**src/rtl/xbus_pkg.sv**
```systemverilog
// Shared definitions for the external bus controller.
// Assumes one system clock per bus phase.
package xbus_pkg;
    typedef enum logic [2:0] {
        PH_IDLE = 3'd0,  // no cycle in progress
        PH_ADDR = 3'd1,  // address strobe low, address on pins
        PH_ALAT = 3'd2,  // address strobe released (address latched outside)
        PH_DSTB = 3'd3,  // data strobe asserted
        PH_DHLD = 3'd4,  // data strobe held
        PH_DEND = 3'd5   // data strobe released, completion
    } phase_t;
endpackage

```
**src/rtl/xbus_seq.sv**
```systemverilog
// Phase sequencer: accepts one request while idle and steps through the
// fixed five-phase bus cycle. Latches address, data, direction and mode
// at acceptance so that later input changes cannot affect the cycle.
// Assumes synchronous active-low reset.
module xbus_seq
    import xbus_pkg::*;
#(
    parameter int DW = 8,
    parameter int AW = 16
) (
    input  logic          clk,
    input  logic          rst_n,
    input  logic          req_valid,
    input  logic          req_write,
    input  logic [AW-1:0] req_addr,
    input  logic [DW-1:0] req_wdata,
    input  logic          demux_mode,
    output logic          req_ready,
    output phase_t        phase,
    output logic [AW-1:0] lat_addr,
    output logic [DW-1:0] lat_wdata,
    output logic          lat_write,
    output logic          lat_demux
);
    phase_t phase_nxt;
    logic   accept;

    // Purpose: ready only while no cycle is in progress.
    assign req_ready = (phase == PH_IDLE);
    assign accept    = req_ready && req_valid;

    // Purpose: fixed phase order, one clock per phase.
    always_comb begin
        case (phase)
            PH_IDLE: phase_nxt = req_valid ? PH_ADDR : PH_IDLE;
            PH_ADDR: phase_nxt = PH_ALAT;
            PH_ALAT: phase_nxt = PH_DSTB;
            PH_DSTB: phase_nxt = PH_DHLD;
            PH_DHLD: phase_nxt = PH_DEND;
            PH_DEND: phase_nxt = PH_IDLE;
            default: phase_nxt = PH_IDLE;
        endcase
    end

    // Purpose: phase register and request latches.
    always_ff @(posedge clk) begin
        if (!rst_n) begin
            phase     <= PH_IDLE;
            lat_addr  <= '0;
            lat_wdata <= '0;
            lat_write <= 1'b0;
            lat_demux <= 1'b0;
        end else begin
            phase <= phase_nxt;
            if (accept) begin
                lat_addr  <= req_addr;
                lat_wdata <= req_wdata;
                lat_write <= req_write;
                lat_demux <= demux_mode;
            end
        end
    end

    // a running cycle never picks up new request fields.
    a_r10_latch_frozen_busy: assert property (@(posedge clk) disable iff (!rst_n)
        (phase != PH_IDLE) |=> ($stable(lat_addr) && $stable(lat_wdata)
                                && $stable(lat_write) && $stable(lat_demux)));

    // once started, a cycle always returns to idle through the end phase.
    a_r2_end_to_idle: assert property (@(posedge clk) disable iff (!rst_n)
        (phase == PH_DEND) |=> req_ready);
endmodule

```
**src/rtl/xbus_drive.sv**
```systemverilog
// Pin driver: decodes the current phase and latched request into strobe,
// direction, port values and port output enables. Ports not enabled drive
// zero. Purely combinational; clk and rst_n serve the local assertions.
module xbus_drive
    import xbus_pkg::*;
#(
    parameter int DW = 8,
    parameter int AW = 16
) (
    input  logic          clk,
    input  logic          rst_n,
    input  phase_t        phase,
    input  logic [AW-1:0] lat_addr,
    input  logic [DW-1:0] lat_wdata,
    input  logic          lat_write,
    input  logic          lat_demux,
    output logic          as_n,
    output logic          ds_n,
    output logic          rw,
    output logic [DW-1:0] ad_out,
    output logic          ad_oe,
    output logic [DW-1:0] alo_out,
    output logic          alo_oe,
    output logic [DW-1:0] ahi_out,
    output logic          ahi_oe
);
    logic active, addr_ph, data_ph, strobe_ph;
    logic mux_addr_drv, wr_data_drv;

    // Purpose: phase group decode.
    always_comb begin
        active    = (phase != PH_IDLE);
        addr_ph   = (phase == PH_ADDR) || (phase == PH_ALAT);
        strobe_ph = (phase == PH_DSTB) || (phase == PH_DHLD);
        data_ph   = strobe_ph || (phase == PH_DEND);
    end

    // Purpose: strobes and direction line.
    always_comb begin
        as_n = !(phase == PH_ADDR);
        ds_n = !strobe_ph;
        rw   = !(active && lat_write);
    end

    // Purpose: address ports, upper byte always, lower byte in demux mode.
    always_comb begin
        ahi_oe  = active;
        ahi_out = active ? lat_addr[AW-1:DW] : '0;
        alo_oe  = active && lat_demux;
        alo_out = (active && lat_demux) ? lat_addr[DW-1:0] : '0;
    end

    // Purpose: data port sharing between mux address and write data.
    always_comb begin
        mux_addr_drv = addr_ph && !lat_demux;
        wr_data_drv  = data_ph && lat_write;
        ad_oe        = mux_addr_drv || wr_data_drv;
        if (mux_addr_drv)
            ad_out = lat_addr[DW-1:0];
        else if (wr_data_drv)
            ad_out = lat_wdata;
        else
            ad_out = '0;
    end

    // a read never drives the data port while the data strobe is low.
    a_r8_read_port_released: assert property (@(posedge clk) disable iff (!rst_n)
        (!ds_n && rw) |-> !ad_oe);

    // write data stays driven through the cycle after ds_n rises.
    a_r7_write_held_past_ds: assert property (@(posedge clk) disable iff (!rst_n)
        ($rose(ds_n) && !rw) |-> ad_oe);

    // in demux mode the data port is quiet during the address strobe.
    a_r5_demux_data_quiet: assert property (@(posedge clk) disable iff (!rst_n)
        (alo_oe && !as_n) |-> !ad_oe);

    // upper address byte does not move inside a cycle.
    a_r6_upper_stable: assert property (@(posedge clk) disable iff (!rst_n)
        (ahi_oe && $past(ahi_oe)) |-> $stable(ahi_out));

    // the two strobes are never low together.
    a_r2_strobes_apart: assert property (@(posedge clk) disable iff (!rst_n)
        !(!as_n && !ds_n));
endmodule

```
**src/rtl/xbus_capture.sv**
```systemverilog
// Read capture: registers the data port on the clock edge where the data
// strobe rises during a read, and flags completion in the final phase.
// Writes leave the captured byte untouched.
module xbus_capture
    import xbus_pkg::*;
#(
    parameter int DW = 8
) (
    input  logic          clk,
    input  logic          rst_n,
    input  phase_t        phase,
    input  logic          lat_write,
    input  logic [DW-1:0] ad_in,
    output logic [DW-1:0] rsp_rdata,
    output logic          rsp_done
);
    logic cap_en;

    // Purpose: capture at the edge that ends the strobe-hold phase.
    assign cap_en = (phase == PH_DHLD) && !lat_write;

    // Purpose: read data register.
    always_ff @(posedge clk) begin
        if (!rst_n)
            rsp_rdata <= '0;
        else if (cap_en)
            rsp_rdata <= ad_in;
    end

    // Purpose: completion flag in the release phase.
    assign rsp_done = (phase == PH_DEND);

    // done lasts exactly one clock.
    a_r9_done_single: assert property (@(posedge clk) disable iff (!rst_n)
        rsp_done |=> !rsp_done);

    // read data only moves after a read's hold phase.
    a_r9_rdata_held: assert property (@(posedge clk) disable iff (!rst_n)
        !rsp_done |=> ($stable(rsp_rdata) || rsp_done));
endmodule

```
**src/rtl/xbus_ctrl.sv**
```systemverilog
// External bus controller top: joins the sequencer, pin driver and read
// capture. Assumes pads outside apply the output enables and feed the
// data port back on ad_in; port widths follow DW, address width is 2*DW.
module xbus_ctrl #(
    parameter int DW = 8
) (
    input  logic            clk,
    input  logic            rst_n,
    input  logic            req_valid,
    output logic            req_ready,
    input  logic            req_write,
    input  logic [2*DW-1:0] req_addr,
    input  logic [DW-1:0]   req_wdata,
    input  logic            demux_mode,
    output logic            rsp_done,
    output logic [DW-1:0]   rsp_rdata,
    output logic            as_n,
    output logic            ds_n,
    output logic            rw,
    output logic [DW-1:0]   ad_out,
    output logic            ad_oe,
    input  logic [DW-1:0]   ad_in,
    output logic [DW-1:0]   alo_out,
    output logic            alo_oe,
    output logic [DW-1:0]   ahi_out,
    output logic            ahi_oe
);
    import xbus_pkg::*;
    localparam int AW = 2 * DW;

    phase_t        phase;
    logic [AW-1:0] lat_addr;
    logic [DW-1:0] lat_wdata;
    logic          lat_write;
    logic          lat_demux;

    xbus_seq #(.DW(DW), .AW(AW)) u_seq (
        .clk(clk), .rst_n(rst_n), .req_valid(req_valid), .req_write(req_write),
        .req_addr(req_addr), .req_wdata(req_wdata), .demux_mode(demux_mode),
        .req_ready(req_ready), .phase(phase), .lat_addr(lat_addr),
        .lat_wdata(lat_wdata), .lat_write(lat_write), .lat_demux(lat_demux)
    );

    xbus_drive #(.DW(DW), .AW(AW)) u_drive (
        .clk(clk), .rst_n(rst_n), .phase(phase), .lat_addr(lat_addr),
        .lat_wdata(lat_wdata), .lat_write(lat_write), .lat_demux(lat_demux),
        .as_n(as_n), .ds_n(ds_n), .rw(rw), .ad_out(ad_out), .ad_oe(ad_oe),
        .alo_out(alo_out), .alo_oe(alo_oe), .ahi_out(ahi_out), .ahi_oe(ahi_oe)
    );

    xbus_capture #(.DW(DW)) u_cap (
        .clk(clk), .rst_n(rst_n), .phase(phase), .lat_write(lat_write),
        .ad_in(ad_in), .rsp_rdata(rsp_rdata), .rsp_done(rsp_done)
    );

    // while ready, the pins sit in their idle levels.
    a_r1_idle_pins: assert property (@(posedge clk) disable iff (!rst_n)
        req_ready |-> (as_n && ds_n && rw && !rsp_done && !ad_oe && !alo_oe && !ahi_oe));

    // the data strobe falls one clock after the address strobe rises.
    a_r2_ds_after_as: assert property (@(posedge clk) disable iff (!rst_n)
        $fell(ds_n) |-> ($past(as_n) && !$past(as_n, 2)));
endmodule

```
**config.mk**
```make
export PLATFORM = sky130hd
export DESIGN_NAME = xbus_ctrl
export DESIGN_NICKNAME = d
export VERILOG_FILES = /design/src/rtl/xbus_pkg.sv /design/src/rtl/xbus_seq.sv /design/src/rtl/xbus_drive.sv /design/src/rtl/xbus_capture.sv /design/src/rtl/xbus_ctrl.sv
export SDC_FILE = /design/constraint.sdc
export NUM_CORES = 1
export LEC_CHECK = 0
export BUFFER_PORTS_ARGS = -buffer_cell sky130_fd_sc_hd__buf_2
export CELL_PAD_IN_SITES_DETAIL_PLACEMENT = 0
export CELL_PAD_IN_SITES_GLOBAL_PLACEMENT = 1
export CORE_MARGIN = 2
export CORE_UTILIZATION = 37
export DETAILED_ROUTE_END_ITERATION = 12
export PLACE_DENSITY_LB_ADDON = 0.1
export SLEW_MARGIN = 20
export SYNTH_ARGS = -nofsm -noshare
export SYNTH_HDL_FRONTEND = slang
export SYNTH_HIERARCHICAL = 1
export SYNTH_SLANG_ARGS = --single-unit
```
**constraint.sdc**
```tcl
create_clock -name clk -period 3.8 [get_ports clk]
set_input_delay 0.19 -clock clk [delete_from_list [all_inputs] [get_ports clk]]
set_output_delay 0.19 -clock clk [all_outputs]
set_load 0.005 [all_outputs]
```
==> results.toml <==
[critical_path]
worstPathRequired_ns = 3.61
critical_path_arrival_ns = 2.01
r2r_end = "u_cap/rsp_rdata[5]"
slowest_delay_ns = 0.67
rrSetupSlack_ns = 2.15
crit_chain = "xnor2_1 > nor3_2 > a22o_2 > buf_2"
r2r-start = "u_seq/phase[2]"
cp_slowest_cell = "dfxtp_1"
endpoint_kind = "primary output"
rr_worst_depth = 2
startpoint_type = "register"
crit_type = "register to primary output"
crit_fanout = 14

[synthesis]
synth_edf_count = 0
synth-seq-cells = 37
ys.warnings.count = 6
synthesis.nets = 238
synth_common_cells = "nand2_1, dfxtp_1, mux2i_1, and2_4, and3_1"
syn_area_per_cell_um2 = 9.19
synth_cell_types = 31
synth_area_um2 = 1850
syn_inst = 201
synthTopCellsByArea = "dfxtp_1, mux2i_1, nand2_1"
synth_ff_type = "dfxtp_1"
seq_area_frac_synth = 0.401
async_flop_share = 0
synth.most_common_cell = "nand2_1"
synth_top_area_share = 0.401
yosys.area.top_type = "dfxtp_1"

[place]
place_inst = 332
io_buffers = 76
gp_congestion = 0.763
hpwlAfterDp_um = 2870

[sta]
setup_tns_ns = 0
drv_slew = 0
hold_violations = 0
hold_slack_ns = 0.142
period_needed_ns = 2.20
rsz0062_at_grt = "no"
setup_violations = 0
post-route-period-util = 0.579
tightestPinTransition_ns = 0.754
finClkSkew_ns = 0.00139
clock.fmax_ghz = 0.455
slew_headroom = 0.495

[clocking]
cts_buffers = 5
clock-root-buffer = "clkbuf_8"
cts_setup_buffers = 0
clock_latency_ns = 0.28
clockBufferDepth = 2
cts_tree = "built"
cts_hold_buf = 0
cts_sinks = 37
ctsResizeCount = 0
cts_max_level = 2
cts.clk_slew.worst_paths_ns = 0.07

[layout]
areaGrowthSynthToFinish_pct = 24.5
instances_no_fill = 339
fin_util = 0.483
fin_nets = 309
diodes = 0
drive_above_1_share = 0.390

[die]
rows = 25
die_width_um = 74.7
dieArea_um2 = 5570
die_y_um = 74.7
pin_count = 77
core_um2 = 4750
initial_core_util = 0.388

[min_path]
hp-start = "req_addr[0]"
worstHoldPathType = "input port to register"
whs_path_depth = 3
hold-path-endpoint = "u_seq/lat_addr[0]"

[route]
ant_nets = 0
wl_per_cell_um = 12.5
drc = 0
routed_wl_um = 4250
drt_iter0_markers = 63
vias = 1557
first_pass_iters = 4
vias_per_cell = 4.59

[global_route]
antenna_found_initial = 0
grt_overflow = 0
grt_pass1_vias = 1446
grt_pass1_wl_um = 6750
grt_max_degree = 37
grt_usage = 0.160

[power_and_ir_drop]
p_leak_uw = 0.00112
vdd_drop_max_uv = 160
power_density_nw_per_um2 = 394

[outcome]
status = "finished, final reports clean"

[job]
cap_violations = 0
## metrics by stage
stage	cell area [um2]	power [uW]	setup slack, ns
5_1_grt	2300	952	1.47
6_report	2300	906	1.60
4_1_cts	2300	919	1.57
3_5_place_dp	2210	640	1.89
3_3_place_gp	2210	639	1.93
2_1_floorplan	1850	595	2.38
## how the worst max path moves through the flow
stage	start	end	slack, ns	cells past startpoint
6_report	u_seq/phase[1]	ad_out[6]	1.60	4
5_1_grt	u_seq/phase[1]	ad_out[5]	1.47	4
3_5_place_dp	u_seq/phase[1]	ad_out[6]	1.89	4
2_1_floorplan	u_seq/phase[1]	ad_out[0]	2.38	3
3_3_place_gp	u_seq/phase[1]	ad_out[6]	1.93	4
4_1_cts	u_seq/phase[1]	ad_out[6]	1.57	4
## flip-flops by register name, indices dropped and copies added (netlist names)
name	flops
u_seq/lat_addr	16
u_seq/phase	3
u_seq/lat_wdata	8
u_seq/lat_demux	1
u_cap/rsp_rdata	8
u_seq/lat_write	1
## critical path, delay by kind of cell, from the launching register on
kind / cells / cell delay (ns)
AND/OR/NAND/NOR: 1 / 0.52
buffers and inverters: 1 / 0.10
XOR/XNOR: 1 / 0.16
AO/OA/AOI/OAI: 1 / 0.26
flip-flops: 1 / 0.67
## power by group
| part | internal, uW | leakage [uW] | switching (uW) | total [uW] |
|---|---|---|---|---|
| combinational | 88.1 | 0.000770 | 89.6 | 178 |
| sequential | 418 | 0.000303 | 33.1 | 451 |
| clock | 144 | 0.0000443 | 133 | 276 |
## cell usage in the layout (no fill, tap or decap)
master / n
dfxtp_1: 37
xnor2_1: 2
or2_2: 1
and2_1: 1
and2_4: 8
or2b_1: 1
nand3b_1: 2
a22o_2: 7
nor2_1: 1
or3b_2: 1
buf_2: 76
or3_1: 1
nor4b_4: 2
a21oi_1: 1
mux2i_1: 34
clkbuf_1: 1
and3b_2: 1
nor3_2: 1
nand2_1: 70
a21boi_2: 1
and3_1: 8
inv_1: 1
o21a_1: 1
nor3_1: 3
a2111oi_0: 1
a22o_1: 1
clkbuf_8: 6
buf_4: 2
## routing by layer
metal	wire (um)	global-route usage	up-vias
met1	2050	0.211	690
met4	64	0.0675	0
met5	0	0	-
met2	1820	0.241	50
li1	-	-	810
met3	321	0.0522	7
## area by class of cell
cell class | count | area (um2)
clock buffers | 7 | 86.3
fillers | 504 | 2460
inverters | 1 | 3.75
multi-input cells | 149 | 988
flip-flops and latches | 37 | 741
well taps | 67 | 83.8
repair buffers | 78 | 395
## kinds of logic after synthesis
logic type / after synthesis / share of synthesized area
XOR/XNOR: 2 / 0.00949
buffers and inverters: 15 / 0.0684
AO/OA/AOI/OAI: 12 / 0.0603
flip-flops: 37 / 0.401
multiplexers: 34 / 0.184
AND/OR/NAND/NOR: 101 / 0.276
Power figures use the tool's default switching activity.
